[src/rtl/dbg_absreg_pkg.sv]
package dbg_absreg_pkg;

   // register-port selects
   localparam logic [1:0] SEL_DATA0   = 2'd0;
   localparam logic [1:0] SEL_STATUS  = 2'd1;
   localparam logic [1:0] SEL_COMMAND = 2'd2;

   // status word layout
   localparam int STAT_BUSY_BIT = 12;
   localparam int STAT_ERR_LSB  = 8;

   // command word layout
   localparam int CMD_TYPE_LSB  = 24;
   localparam int CMD_RSV_HI    = 23;
   localparam int CMD_SIZE_LSB  = 20;
   localparam int CMD_RSV_LO    = 19;
   localparam int CMD_POSTEXEC  = 18;
   localparam int CMD_TRANSFER  = 17;
   localparam int CMD_WRITE     = 16;
   localparam logic [2:0] SIZE_WORD32 = 3'd2;

   // error codes
   localparam logic [2:0] ERR_NONE   = 3'd0;
   localparam logic [2:0] ERR_BUSY   = 3'd1;
   localparam logic [2:0] ERR_UNSUP  = 3'd2;
   localparam logic [2:0] ERR_EXCEPT = 3'd3;

   typedef enum logic [1:0] {
      ST_IDLE  = 2'd0,
      ST_ISSUE = 2'd1,
      ST_WAIT  = 2'd2
   } eng_state_e;

   typedef enum logic [1:0] {
      CMD_NOP = 2'd0,
      CMD_GPR = 2'd1,
      CMD_CSR = 2'd2,
      CMD_BAD = 2'd3
   } cmd_kind_e;

endpackage

[src/rtl/dbg_cmd_decode.sv]
module dbg_cmd_decode
   import dbg_absreg_pkg::*;
#(
   parameter int          GPR_AW   = 5,
   parameter int          CSR_AW   = 12,
   parameter logic [15:0] GPR_BASE = 16'h1000,
   parameter logic [15:0] CSR_BASE = 16'h0000
) (
   input  logic [31:0]       cmd_word,
   output cmd_kind_e         kind,
   output logic              is_write,
   output logic [GPR_AW-1:0] gpr_addr,
   output logic [CSR_AW-1:0] csr_addr
);

   logic [15:0] regno;
   logic [15:0] gpr_off;
   logic [15:0] csr_off;
   logic        gpr_hit;
   logic        csr_hit;
   logic        shape_bad;

   assign regno   = cmd_word[15:0];
   assign gpr_off = regno - GPR_BASE;
   assign csr_off = regno - CSR_BASE;
   assign gpr_hit = (regno >= GPR_BASE) && ((gpr_off >> GPR_AW) == 16'd0);
   assign csr_hit = (regno >= CSR_BASE) && ((csr_off >> CSR_AW) == 16'd0);

   assign shape_bad = (cmd_word[31:CMD_TYPE_LSB] != 8'd0)
                    || cmd_word[CMD_RSV_HI]
                    || (cmd_word[CMD_SIZE_LSB +: 3] != SIZE_WORD32)
                    || cmd_word[CMD_RSV_LO]
                    || cmd_word[CMD_POSTEXEC];

   assign is_write = cmd_word[CMD_WRITE];
   assign gpr_addr = gpr_off[GPR_AW-1:0];
   assign csr_addr = csr_off[CSR_AW-1:0];

   always_comb begin
      if (shape_bad)                       kind = CMD_BAD;
      else if (!cmd_word[CMD_TRANSFER])    kind = CMD_NOP;
      else if (gpr_hit)                    kind = CMD_GPR;
      else if (csr_hit)                    kind = CMD_CSR;
      else                                 kind = CMD_BAD;
   end

endmodule

[src/rtl/dbg_hart_port.sv]
module dbg_hart_port #(
   parameter int AW  = 5,
   parameter int DW  = 32,
   parameter int IDW = 4
) (
   input  logic           sel,
   input  logic           issuing,
   input  logic           waiting,
   input  logic [AW-1:0]  txn_addr,
   input  logic           txn_write,
   input  logic [DW-1:0]  txn_wdata,
   input  logic [IDW-1:0] txn_id,
   output logic           req_valid,
   input  logic           req_ready,
   output logic           req_write,
   output logic [AW-1:0]  req_addr,
   output logic [DW-1:0]  req_wdata,
   output logic [IDW-1:0] req_id,
   input  logic           rsp_valid,
   input  logic [IDW-1:0] rsp_id,
   input  logic           rsp_err,
   input  logic [DW-1:0]  rsp_rdata,
   output logic           accepted,
   output logic           rsp_hit,
   output logic           rsp_fail,
   output logic [DW-1:0]  rsp_data
);

   assign req_valid = sel & issuing;
   assign req_write = txn_write;
   assign req_addr  = txn_addr;
   assign req_wdata = txn_wdata;
   assign req_id    = txn_id;
   assign accepted  = req_valid & req_ready;

   // a response counts only for the outstanding transaction on this port
   assign rsp_hit  = sel & waiting & rsp_valid & (rsp_id == txn_id);
   assign rsp_fail = rsp_err;
   assign rsp_data = rsp_rdata;

endmodule

[src/rtl/dbg_absreg_engine.sv]
module dbg_absreg_engine
   import dbg_absreg_pkg::*;
#(
   parameter int          DATA_W   = 32,
   parameter int          ID_W     = 4,
   parameter int          GPR_AW   = 5,
   parameter int          CSR_AW   = 12,
   parameter logic [15:0] GPR_BASE = 16'h1000,
   parameter logic [15:0] CSR_BASE = 16'h0000
) (
   input  logic              clk,
   input  logic              rst_n,
   input  logic              dbg_valid,
   input  logic              dbg_write,
   input  logic [1:0]        dbg_sel,
   input  logic [31:0]       dbg_wdata,
   output logic [31:0]       dbg_rdata,
   output logic              gpr_req_valid,
   input  logic              gpr_req_ready,
   output logic              gpr_req_write,
   output logic [GPR_AW-1:0] gpr_req_addr,
   output logic [DATA_W-1:0] gpr_req_wdata,
   output logic [ID_W-1:0]   gpr_req_id,
   input  logic              gpr_rsp_valid,
   input  logic [ID_W-1:0]   gpr_rsp_id,
   input  logic              gpr_rsp_err,
   input  logic [DATA_W-1:0] gpr_rsp_rdata,
   output logic              csr_req_valid,
   input  logic              csr_req_ready,
   output logic              csr_req_write,
   output logic [CSR_AW-1:0] csr_req_addr,
   output logic [DATA_W-1:0] csr_req_wdata,
   output logic [ID_W-1:0]   csr_req_id,
   input  logic              csr_rsp_valid,
   input  logic [ID_W-1:0]   csr_rsp_id,
   input  logic              csr_rsp_err,
   input  logic [DATA_W-1:0] csr_rsp_rdata
);

   localparam int ERR_W = 3;

   // elaboration-time parameter checks
   if (DATA_W != 32) begin : g_bad_data_w
      $error("dbg_absreg_engine: DATA_W must be 32");
   end
   if (ID_W < 1 || ID_W > 16) begin : g_bad_id_w
      $error("dbg_absreg_engine: ID_W out of range");
   end
   if (GPR_AW < 1 || GPR_AW > 15) begin : g_bad_gpr_aw
      $error("dbg_absreg_engine: GPR_AW out of range");
   end
   if (CSR_AW < 1 || CSR_AW > 15) begin : g_bad_csr_aw
      $error("dbg_absreg_engine: CSR_AW out of range");
   end

   eng_state_e        state_q;
   logic              use_gpr_q;
   logic              txn_wr_q;
   logic [GPR_AW-1:0] gaddr_q;
   logic [CSR_AW-1:0] caddr_q;
   logic [ID_W-1:0]   id_ctr_q;
   logic [ID_W-1:0]   txn_id_q;
   logic [DATA_W-1:0] data0_q;
   logic [ERR_W-1:0]  cmderr_q;
   logic [ERR_W-1:0]  cmderr_d;

   logic              busy;
   logic              wr_data0;
   logic              wr_stat;
   logic              wr_cmd;
   logic              start_cmd;

   cmd_kind_e         dec_kind;
   logic              dec_write;
   logic [GPR_AW-1:0] dec_gaddr;
   logic [CSR_AW-1:0] dec_caddr;

   logic              g_acc, c_acc;
   logic              g_hit, c_hit;
   logic              g_fail, c_fail;
   logic [DATA_W-1:0] g_data, c_data;
   logic              accepted;
   logic              rsp_hit;
   logic              rsp_fail;
   logic [DATA_W-1:0] rsp_data;

   assign busy     = (state_q != ST_IDLE);
   assign wr_data0 = dbg_valid & dbg_write & (dbg_sel == SEL_DATA0);
   assign wr_stat  = dbg_valid & dbg_write & (dbg_sel == SEL_STATUS);
   assign wr_cmd   = dbg_valid & dbg_write & (dbg_sel == SEL_COMMAND);
   assign start_cmd = wr_cmd & ~busy & (cmderr_q == ERR_NONE)
                    & ((dec_kind == CMD_GPR) | (dec_kind == CMD_CSR));

   dbg_cmd_decode #(
      .GPR_AW   (GPR_AW),
      .CSR_AW   (CSR_AW),
      .GPR_BASE (GPR_BASE),
      .CSR_BASE (CSR_BASE)
   ) u_dec (
      .cmd_word (dbg_wdata),
      .kind     (dec_kind),
      .is_write (dec_write),
      .gpr_addr (dec_gaddr),
      .csr_addr (dec_caddr)
   );

   dbg_hart_port #(.AW(GPR_AW), .DW(DATA_W), .IDW(ID_W)) u_gpr (
      .sel       (use_gpr_q),
      .issuing   (state_q == ST_ISSUE),
      .waiting   (state_q == ST_WAIT),
      .txn_addr  (gaddr_q),
      .txn_write (txn_wr_q),
      .txn_wdata (data0_q),
      .txn_id    (txn_id_q),
      .req_valid (gpr_req_valid),
      .req_ready (gpr_req_ready),
      .req_write (gpr_req_write),
      .req_addr  (gpr_req_addr),
      .req_wdata (gpr_req_wdata),
      .req_id    (gpr_req_id),
      .rsp_valid (gpr_rsp_valid),
      .rsp_id    (gpr_rsp_id),
      .rsp_err   (gpr_rsp_err),
      .rsp_rdata (gpr_rsp_rdata),
      .accepted  (g_acc),
      .rsp_hit   (g_hit),
      .rsp_fail  (g_fail),
      .rsp_data  (g_data)
   );

   dbg_hart_port #(.AW(CSR_AW), .DW(DATA_W), .IDW(ID_W)) u_csr (
      .sel       (~use_gpr_q),
      .issuing   (state_q == ST_ISSUE),
      .waiting   (state_q == ST_WAIT),
      .txn_addr  (caddr_q),
      .txn_write (txn_wr_q),
      .txn_wdata (data0_q),
      .txn_id    (txn_id_q),
      .req_valid (csr_req_valid),
      .req_ready (csr_req_ready),
      .req_write (csr_req_write),
      .req_addr  (csr_req_addr),
      .req_wdata (csr_req_wdata),
      .req_id    (csr_req_id),
      .rsp_valid (csr_rsp_valid),
      .rsp_id    (csr_rsp_id),
      .rsp_err   (csr_rsp_err),
      .rsp_rdata (csr_rsp_rdata),
      .accepted  (c_acc),
      .rsp_hit   (c_hit),
      .rsp_fail  (c_fail),
      .rsp_data  (c_data)
   );

   assign accepted = g_acc | c_acc;
   assign rsp_hit  = g_hit | c_hit;
   assign rsp_fail = use_gpr_q ? g_fail : c_fail;
   assign rsp_data = use_gpr_q ? g_data : c_data;

   // error code: clear-on-one first, then any new error wins
   always_comb begin
      cmderr_d = cmderr_q;
      if (wr_stat)
         cmderr_d = cmderr_q & ~dbg_wdata[STAT_ERR_LSB +: ERR_W];
      if (busy && (wr_cmd || wr_data0) && cmderr_q == ERR_NONE)
         cmderr_d = ERR_BUSY;
      if (!busy && wr_cmd && cmderr_q == ERR_NONE && dec_kind == CMD_BAD)
         cmderr_d = ERR_UNSUP;
      if (rsp_hit && rsp_fail)
         cmderr_d = ERR_EXCEPT;
   end

   always_ff @(posedge clk) begin
      if (!rst_n) begin
         state_q   <= ST_IDLE;
         use_gpr_q <= 1'b0;
         txn_wr_q  <= 1'b0;
         gaddr_q   <= '0;
         caddr_q   <= '0;
         id_ctr_q  <= '0;
         txn_id_q  <= '0;
         data0_q   <= '0;
         cmderr_q  <= ERR_NONE;
      end else begin
         cmderr_q <= cmderr_d;
         if (wr_data0 && !busy)
            data0_q <= dbg_wdata;
         unique case (state_q)
            ST_IDLE: begin
               if (start_cmd) begin
                  state_q   <= ST_ISSUE;
                  use_gpr_q <= (dec_kind == CMD_GPR);
                  txn_wr_q  <= dec_write;
                  gaddr_q   <= dec_gaddr;
                  caddr_q   <= dec_caddr;
                  txn_id_q  <= id_ctr_q;
                  id_ctr_q  <= id_ctr_q + 1'b1;
               end
            end
            ST_ISSUE: begin
               if (accepted)
                  state_q <= ST_WAIT;
            end
            ST_WAIT: begin
               if (rsp_hit) begin
                  state_q <= ST_IDLE;
                  if (!rsp_fail && !txn_wr_q)
                     data0_q <= rsp_data;
               end
            end
            default: state_q <= ST_IDLE;
         endcase
      end
   end

   always_comb begin
      unique case (dbg_sel)
         SEL_DATA0:  dbg_rdata = data0_q;
         SEL_STATUS: dbg_rdata = {19'd0, busy, 1'b0, cmderr_q, 8'd0};
         default:    dbg_rdata = 32'd0;
      endcase
   end

endmodule

[config.mk]
export PLATFORM = sky130hd
export DESIGN_NAME = dbg_absreg_engine
export DESIGN_NICKNAME = d
export VERILOG_FILES = /design/src/rtl/dbg_absreg_pkg.sv /design/src/rtl/dbg_cmd_decode.sv /design/src/rtl/dbg_hart_port.sv /design/src/rtl/dbg_absreg_engine.sv
export SDC_FILE = /design/constraint.sdc
export NUM_CORES = 1
export LEC_CHECK = 0
export BUFFER_PORTS_ARGS = -buffer_cell sky130_fd_sc_hd__buf_2
export CORE_MARGIN = 1.5
export CORE_UTILIZATION = 45
export CTS_BUF_LIST = sky130_fd_sc_hd__clkbuf_8
export CTS_CLUSTER_DIAMETER = 100
export DETAILED_ROUTE_END_ITERATION = 10
export GPL_ROUTABILITY_DRIVEN = 0
export PLACE_DENSITY = 0.95
export REMOVE_ABC_BUFFERS = 1
export SYNTH_ARGS = -nofsm -noshare
export SYNTH_HDL_FRONTEND = slang
export SYNTH_SLANG_ARGS = --single-unit
[constraint.sdc]
create_clock -name clk -period 2.2 [get_ports clk]
set_input_delay 0.11 -clock clk [delete_from_list [all_inputs] [get_ports clk]]
set_output_delay 0.11 -clock clk [all_outputs]
set_load 0.02 [all_outputs]
==> results.sh, run 1 <==
export IMPL_cts_root_buf="clkbuf_8"
export IMPL_viasPerCell=5.53
export IMPL_synthArstFlopShare=0
export IMPL_synth_area_per_cell_um2=9.02
export IMPL_yosysSeqAreaShare=0.291
export IMPL_dieWidth_um=98.0
export IMPL_combPwrFrac=0.154
export IMPL_dominantRegCellSynth="dfxtp_1"
export IMPL_synth_edf_count=0
export IMPL_synth_top_area_cell="dfxtp_1"
export IMPL_first_pass_iters=4
export IMPL_crit_fanout=20
export IMPL_dp_hpwl_um=9250
export IMPL_r2r_start="use_gpr_q"
export IMPL_row_count=34
export IMPL_yosys_top_cells_count="o211ai_1, dfxtp_1, mux2i_1"
export IMPL_cts_sinks=59
export IMPL_cts_htree_levels=3
export IMPL_swShare=0.264
export IMPL_required_ns=2.45
export IMPL_cp_end_kind="register"
export IMPL_synth_mux_area_fraction=0.141
export IMPL_remaining_drc_errors=0
export IMPL_drive_gt1_frac=0.488
export IMPL_finalHoldViolCount=0
export IMPL_p_sw_uw=697
export IMPL_numPortBuffers=240
export IMPL_synth_compound_area_share=0.155
export IMPL_synthAdderAreaFrac=0.0154
export IMPL_drtAntennaViolNets=0
export IMPL_cts_hold_buffers=0
export IMPL_cts_tree="built"
export IMPL_clock_latency_ns=0.34
export IMPL_fin_hold_ws_ns=0.0121
export IMPL_ys_types=48
export IMPL_ys_ff_latch=59
export IMPL_syn_inst=450
export IMPL_slew_violations=0
export IMPL_die_h_um=98.0
export IMPL_drt_wirelength_per_cell_um=16.7
export IMPL_period_needed_ns=2.03
export IMPL_grt_use_total=0.250
export IMPL_slew_headroom=0.488
export IMPL_max_vdd_ir_drop_mv=0.342
export IMPL_p_total_mw=2.63
export IMPL_clock_skew_ns=0.0152
export IMPL_vias=4162
export IMPL_clkPwrFrac=0.424
export IMPL_fin_setup_tns_ns=0
export IMPL_nets=762
export IMPL_setup_violations=0
export IMPL_cellPowerDensity_mw_per_mm2=500
export IMPL_sequentialPowerShare=0.422
export IMPL_netlist_area_mm2=0.00406
export IMPL_synth_simple_area_share=0.250
export IMPL_synth_xor_area_share=0.0216
export IMPL_synth_most_common_cell="o211ai_1"
export IMPL_synth_area_top_cells="dfxtp_1, mux2i_1, o211ai_1"
export IMPL_min_from="dbg_wdata[10]"
export IMPL_cts_buffer_depth=2
export IMPL_synth_warnings=0
export IMPL_cts_resized_gates=0
export IMPL_path_class="register to register"
export IMPL_r2r_setup_slack_ns=0.17
export IMPL_maxCapViolations=0
export IMPL_grt_pass1_vias=4146
export IMPL_dp_cells=738
export IMPL_intPower_mw=1.94
export IMPL_synth_top_family_by_area="simple AND/OR/NAND/NOR gates"
export IMPL_syn_to_final_growth_pct=29.7
export IMPL_drtIter0Drc=128
export IMPL_status="completed"
export IMPL_leakagePower_nw=2.62
export IMPL_antenna_found_initial=0
export IMPL_worstSetupStartpointType="register"
export IMPL_die_area_mm2=0.00960
export IMPL_routed_wl_um=12600
export IMPL_antenna_cells=0
export IMPL_cts_setup_buffers=0
export IMPL_cts_made_buffers=9
export IMPL_n_fill_cell=754
export IMPL_cp_startpoint="use_gpr_q"
export IMPL_grt_setup_unrepaired="false"
export IMPL_yosysTopAreaCellShare=0.291
export IMPL_core_area_mm2=0.00872
export IMPL_stdcell_count=753
export IMPL_timing_fmax_mhz=492
export IMPL_ios=241
export IMPL_grt_max_degree=92
export IMPL_fin_crit_sh=0.923
export IMPL_clkTransAtPathRegs_ns=0.07
export IMPL_initial_core_util=0.465
export IMPL_tightest_slew_ns=0.767
export IMPL_grt_ovfl_total=0
export IMPL_cp_arrival_ns=2.29
export IMPL_hp_class="input port to register"
export IMPL_grt_pass1_wl_um=19700
-- flip-flops by register name (all words and copies together) (netlist names) --
name and count:
data0_q 32, caddr_q 8, gaddr_q 4, id_ctr_q 4
txn_id_q 4, cmderr_q 3, state_q 2, txn_wr_q 1
use_gpr_q 1
-- cell families (layout without fill, tap and decap cells) --
group | count (synthesis) | in the layout
buffers and inverters | 82 | 277
adder cells (fa/ha/maj) | 5 | 5
flip-flops | 59 | 59
AND/OR/NAND/NOR | 157 | 157
multiplexers | 56 | 56
XOR/XNOR | 10 | 10
AO/OA/AOI/OAI | 81 | 81
-- critical path, stage by stage, from the launching register on --
cell and delay [ns]:
dfxtp_1 0.39, buf_4 0.21, and4bb_2 0.33, nand4_1 0.15
o32ai_4 0.17, buf_4 0.39, mux2i_1 0.28
-- layout by cell type (no fill, tap or decap), drive strengths merged, types with 4 or more instances in the layout --
master  count
nor2b      19
dfxtp      59
nor4        4
nand4       5
xnor2      10
or3        34
clkbuf     10
nor2       11
buf       257
a21boi      4
ha          5
nand3       4
mux2i      56
or2        33
inv         5
nand2       5
o211ai     64
and2       30
-- through the flow --
step	setup slack, ns	util	area [um^2]
after floorplan	-0.617	-	3570
after global placement	0.0688	0.579	5050
after detailed placement	-0.0279	0.579	5050
after CTS	0.175	0.604	5260
after global routing	0.112	0.604	5260
final	0.168	0.604	5260
-- path summary, 6_finish.rpt --
path / endpoint / depth (start not counted)
setup / recovery: data0_q[31] / 6
hold / removal: cmderr_q[2] / 2
setup reg to reg: data0_q[31] / 6
hold reg to reg: cmderr_q[2] / 2
-- routing by layer --
| layer | routed length [um] | global-route usage | share of wire |
|---|---|---|---|
| met1 | 4950 | 0.279 | 0.39 |
| met2 | 6410 | 0.448 | 0.51 |
| met3 | 801 | 0.0537 | 0.064 |
| met4 | 416 | 0.123 | 0.033 |
| met5 | 0 | 0 | 0 |
-- area by class of cell --
cell class                 instances  area, um^2  share of cell area
multi-input combinational        309        2370               0.451
inverter                           5        18.8             0.00357
sequential                        59        1180               0.224
tap                              108         135              0.0257
clock buffer                      10         138              0.0261
clock inverter                     5        77.6              0.0147
timing repair buffer             257        1340               0.255
-- power by group through the flow --
stage,combinational (mW),sequential (mW),clock (mW)
after global routing,0.436,1.11,1.16
after CTS,0.405,1.11,1.12
after global placement,0.392,1.13,0
after detailed placement,0.403,1.13,0
final,0.406,1.11,1.12
after floorplan,0.131,1.18,0
(Power assumes the default switching activity.)
==> run 2, diff against run 1 <==
- PLACE_DENSITY: 0.95 -> 0.93
==> results.sh, run 2 (same netlist as run 1, synthesis figures left out) <==
export IMPL_cellPowerDensity_mw_per_mm2=476
export IMPL_cts_buffer_depth=2
export IMPL_top_regs="data0_q (32), caddr_q (8)"
export IMPL_syn_to_final_growth_pct=29.3
export IMPL_cp_end_kind="register"
export IMPL_cts_resized_gates=0
export IMPL_antenna_found_initial=0
export IMPL_cts_htree_levels=3
export IMPL_grt_use_total=0.243
export IMPL_first_pass_iters=4
export IMPL_period_needed_ns=1.93
export IMPL_vias=4077
export IMPL_max_vdd_ir_drop_mv=0.272
export IMPL_drt_wirelength_per_cell_um=16.3
export IMPL_cts_setup_buffers=0
export IMPL_dieWidth_um=98.0
export IMPL_maxCapViolations=0
export IMPL_fin_crit_sh=0.876
export IMPL_clock_latency_ns=0.33
export IMPL_grt_pass1_wl_um=19000
export IMPL_clock_skew_ns=0.00874
export IMPL_initial_core_util=0.465
export IMPL_crit_fanout=32
export IMPL_grt_pass1_vias=4090
export IMPL_regMostFlops="data0_q"
export IMPL_layout_common_cells="buf_2, o211ai_1, dfxtp_1, mux2i_1, or3_1"
export IMPL_remaining_drc_errors=0
export IMPL_grt_ovfl_total=0
export IMPL_die_h_um=98.0
export IMPL_tightest_slew_ns=0.698
export IMPL_cts_hold_buffers=0
export IMPL_timing_fmax_mhz=519
export IMPL_clkTransAtPathRegs_ns=0.07
export IMPL_hp_class="input port to register"
export IMPL_drtIter0Drc=135
export IMPL_largest_reg_flops=32
export IMPL_core_area_mm2=0.00872
export IMPL_mostFrequentLayoutCell="buf_2"
export IMPL_place_area_mm2=0.00505
export IMPL_dp_hpwl_um=9050
export IMPL_cts_root_buf="clkbuf_8"
export IMPL_r2r_start="use_gpr_q"
export IMPL_grt_setup_unrepaired="false"
export IMPL_leakagePower_nw=2.60
export IMPL_stdcell_count=751
export IMPL_setup_violations=0
export IMPL_grt_max_degree=92
export IMPL_ios=241
export IMPL_numPortBuffers=240
export IMPL_cp_startpoint="use_gpr_q"
export IMPL_fin_hold_ws_ns=0.0337
export IMPL_min_from="dbg_wdata[10]"
export IMPL_cp_arrival_ns=2.17
export IMPL_viasPerCell=5.43
export IMPL_cts_tree="built"
export IMPL_drtAntennaViolNets=0
export IMPL_finalHoldViolCount=0
export IMPL_worstSetupStartpointType="register"
export IMPL_path_class="register to register"
export IMPL_antenna_cells=0
export IMPL_slew_headroom=0.534
export IMPL_status="completed"
export IMPL_die_area_mm2=0.00960
export IMPL_nets=759
export IMPL_slew_violations=0
export IMPL_drive_gt1_frac=0.485
export IMPL_routed_wl_um=12300
export IMPL_dp_cells=735
export IMPL_cts_made_buffers=9
export IMPL_required_ns=2.45
export IMPL_cts_sinks=59
export IMPL_row_count=34
export IMPL_p_total_mw=2.50
export IMPL_design_area_mm2=0.00525
## run 2: critical path: stages (launching register included)
cell	delay (ns)
dfxtp_1	0.55
mux2i_4	0.33
nand2_2	0.09
o32ai_4	0.31
buf_12	0.29
mux2i_1	0.27
## run 2: final cells by class
type / count / area [um^2]
Clock buffer: 10 / 138
Clock inverter: 6 / 56.3
Fill cell: 735 / 3480
Inverter: 5 / 18.8
Multi-Input combinational cell: 309 / 2370
Sequential cell: 59 / 1180
Tap cell: 108 / 135
Timing Repair Buffer: 254 / 1340
## run 2: routing by layer
metal | share of wire | wire, um | track usage
met1 | 0.40 | 4910 | 0.281
met4 | 0.025 | 311 | 0.123
met5 | 0 | 0 | 0
met2 | 0.51 | 6220 | 0.424
met3 | 0.067 | 816 | 0.0508
## run 2: power by group
group	switching (mW)	internal, mW
clock	0.440	0.544
sequential	0.0216	1.09
combinational	0.214	0.191
## run 2: path summary, 6_finish.rpt
check	endpoint	slack, ns	depth (start not counted)
max	data0_q[12]	0.27	5
min	cmderr_q[2]	0.03	2
max reg2reg	data0_q[12]	0.27	5
min reg2reg	id_ctr_q[3]	0.51	2
## run 2: stage by stage
stage | utilization | setup slack (ns) | setup TNS [ns]
after global routing | 0.601 | 0.163 | 0
after detailed placement | 0.579 | 0.0217 | 0
after global placement | 0.579 | 0.0524 | 0
final | 0.601 | 0.274 | 0
after floorplan | - | -0.617 | -21.31
after CTS | 0.601 | 0.269 | 0
==> run 3, diff against run 2 <==
- CORE_UTILIZATION: 45 -> 49
- SYNTH_HIERARCHICAL: default -> 1
==> results.sh, run 3 <==
export IMPL_cellPowerDensity_mw_per_mm2=500
export IMPL_mostFrequentLayoutCell="buf_2"
export IMPL_ys_ff_latch=64
export IMPL_cts_buffer_depth=2
export IMPL_ys_types=43
export IMPL_fin_crit_sh=0.929
export IMPL_die_area_mm2=0.0114
export IMPL_synth_area_top_cells="buf_4, dfxtp_1, mux2_2"
export IMPL_maxCapViolations=0
export IMPL_cp_slowest_cell="dfxtp_1"
export IMPL_cts_htree_levels=3
export IMPL_numPortBuffers=240
export IMPL_clock_latency_ns=0.34
export IMPL_drtAntennaViolNets=0
export IMPL_clock_skew_ns=0.0161
export IMPL_dieWidth_um=107
export IMPL_yosysSeqAreaShare=0.244
export IMPL_top_regs="data0_q (32), caddr_q (12), gaddr_q (5)"
export IMPL_seq_area_mm2=0.00128
export IMPL_grt_max_degree=88
export IMPL_die_h_um=107
export IMPL_grt_pass1_wl_um=20900
export IMPL_cts_sinks=64
export IMPL_cp_end_kind="register"
export IMPL_cts_made_buffers=9
export IMPL_initial_core_util=0.507
export IMPL_syn_to_final_growth_pct=5.47
export IMPL_nets=807
export IMPL_dp_hpwl_um=10100
export IMPL_p_total_mw=2.77
export IMPL_pre_cts_slack_ns=-0.203
export IMPL_drt_wirelength_per_cell_um=16.6
export IMPL_yosys_top_cells_count="buf_4, dfxtp_1, nand2_1"
export IMPL_drtIter0Drc=281
export IMPL_slew_headroom=0.596
export IMPL_finalHoldViolCount=0
export IMPL_ios=241
export IMPL_layout_common_cells="buf_2, dfxtp_1, nand2_1, mux2_2, nand3_1"
export IMPL_synth_area_per_cell_um2=8.29
export IMPL_synth_most_common_cell="buf_4"
export IMPL_worst_r2r_path_depth=7
export IMPL_grt_pass1_vias=4292
export IMPL_cts_hold_buffers=0
export IMPL_remaining_drc_errors=0
export IMPL_grt_setup_unrepaired="false"
export IMPL_viasPerCell=5.49
export IMPL_vias=4544
export IMPL_critical_path_max_stage_delay_ns=0.39
export IMPL_path_cells="nor2b_1 > nand4_1 > nor4_2 > nor2_4 > or3_1 > buf_4 > a31oi_1"
export IMPL_max_vdd_ir_drop_mv=0.297
export IMPL_grt_use_total=0.233
export IMPL_hp_class="input port to register"
export IMPL_synth_edf_count=0
export IMPL_antenna_found_initial=1
export IMPL_multiInputGateArea_mm2=0.00244
export IMPL_timing_fmax_mhz=489
export IMPL_cts_setup_buffers=0
export IMPL_routed_wl_um=13700
export IMPL_slew_violations=0
export IMPL_tightest_slew_ns=0.606
export IMPL_fin_setup_tns_ns=0
export IMPL_syn_inst=634
export IMPL_cts_root_buf="clkbuf_8"
export IMPL_cts_resized_gates=0
export IMPL_leakagePower_nw=2.58
export IMPL_row_count=37
export IMPL_setup_violations=0
export IMPL_n_fill_cell=969
export IMPL_required_ns=2.47
export IMPL_drive_gt1_frac=0.470
export IMPL_dp_cells=811
export IMPL_worstSetupStartpointType="register"
export IMPL_clkTransAtPathRegs_ns=0.08
export IMPL_status="completed"
export IMPL_path_class="register to register"
export IMPL_core_area_mm2=0.0104
export IMPL_dominantRegCellSynth="dfxtp_1"
export IMPL_stdcell_count=827
export IMPL_period_needed_ns=2.04
export IMPL_netlist_area_mm2=0.00526
export IMPL_cts_tree="built"
export IMPL_first_pass_iters=5
export IMPL_crit_fanout=18
export IMPL_cp_arrival_ns=2.31
export IMPL_synthArstFlopShare=0
export IMPL_antenna_cells=0
export IMPL_largest_reg_flops=32
export IMPL_regMostFlops="data0_q"
export IMPL_synth_top_area_cell="buf_4"
export IMPL_whs_path_depth=3
export IMPL_synth_warnings=6
export IMPL_fin_ws_ns=0.155
export IMPL_yosysTopAreaCellShare=0.251
export IMPL_grt_ovfl_total=0
-- run 3: cell types whose count changed in the layout (fill, tap and decap cells not counted), sizes merged, moves of 17 or more --
cell,delta
o211ai,-64
nand2,+45
mux2,+33
or3,-33
a31oi,+32
o41ai,+32
or2,-32
o21ai,+30
nand3,+29
mux2i,-26
nor2b,-17
-- run 3: area by class of cell --
class | count | area share
Clock buffer | 10 | 0.0248
Clock inverter | 6 | 0.0167
Inverter | 6 | 0.00406
Multi-Input combinational cell | 342 | 0.440
Sequential cell | 64 | 0.231
Tap cell | 136 | 0.0307
Timing Repair Buffer | 263 | 0.252
-- run 3: logic make-up after synthesis --
group           after synthesis  share of synthesized area
buf+inv                     228                      0.299
fa+ha+maj                     5                     0.0119
compound gates              107                      0.138
flops                        64                      0.244
mux                          63                      0.128
simple gates                158                      0.164
xor+xnor                      9                     0.0150
-- run 3: power breakdown --
group          total, mW  switching (mW)  internal, mW
Clock               1.18           0.505         0.673
Sequential          1.18          0.0122          1.17
Combinational      0.410           0.230         0.179
Total               2.77           0.747          2.02
-- run 3: worst paths after layout --
path / from / endpoint / slack, ns
hold / removal: dbg_wdata[16] / txn_wr_q / 0.03
setup reg to reg: state_q[0] / data0_q[20] / 0.16
hold reg to reg: caddr_q[10] / caddr_q[10] / 0.46
setup / recovery: state_q[0] / data0_q[20] / 0.16
-- run 3: metal layers --
metal,vias up,global-route usage,part of all wire
met1,2093,0.269,0.39
met5,-,0,0
met2,265,0.409,0.50
li1,2153,-,-
met4,0,0.0933,0.022
met3,33,0.0578,0.093
-- run 3: worst max-delay path: cells and delay by family, from the launching register on --
family / cells / cell delay [ns]
buffers and inverters: 1 / 0.22
AND/OR/NAND/NOR: 5 / 1.20
AO/OA/AOI/OAI: 1 / 0.16
flip-flops: 1 / 0.39
-- run 3: per-stage QoR --
stage | hold WS [ns] | utilization | area (um^2)
2_1_floorplan | 0.201 | - | 3710
3_3_place_gp | 0.374 | 0.513 | 5320
3_5_place_dp | 0.388 | 0.513 | 5320
4_1_cts | 0.0114 | 0.535 | 5550
5_1_grt | 0.0149 | 0.535 | 5550
6_report | 0.0347 | 0.535 | 5550
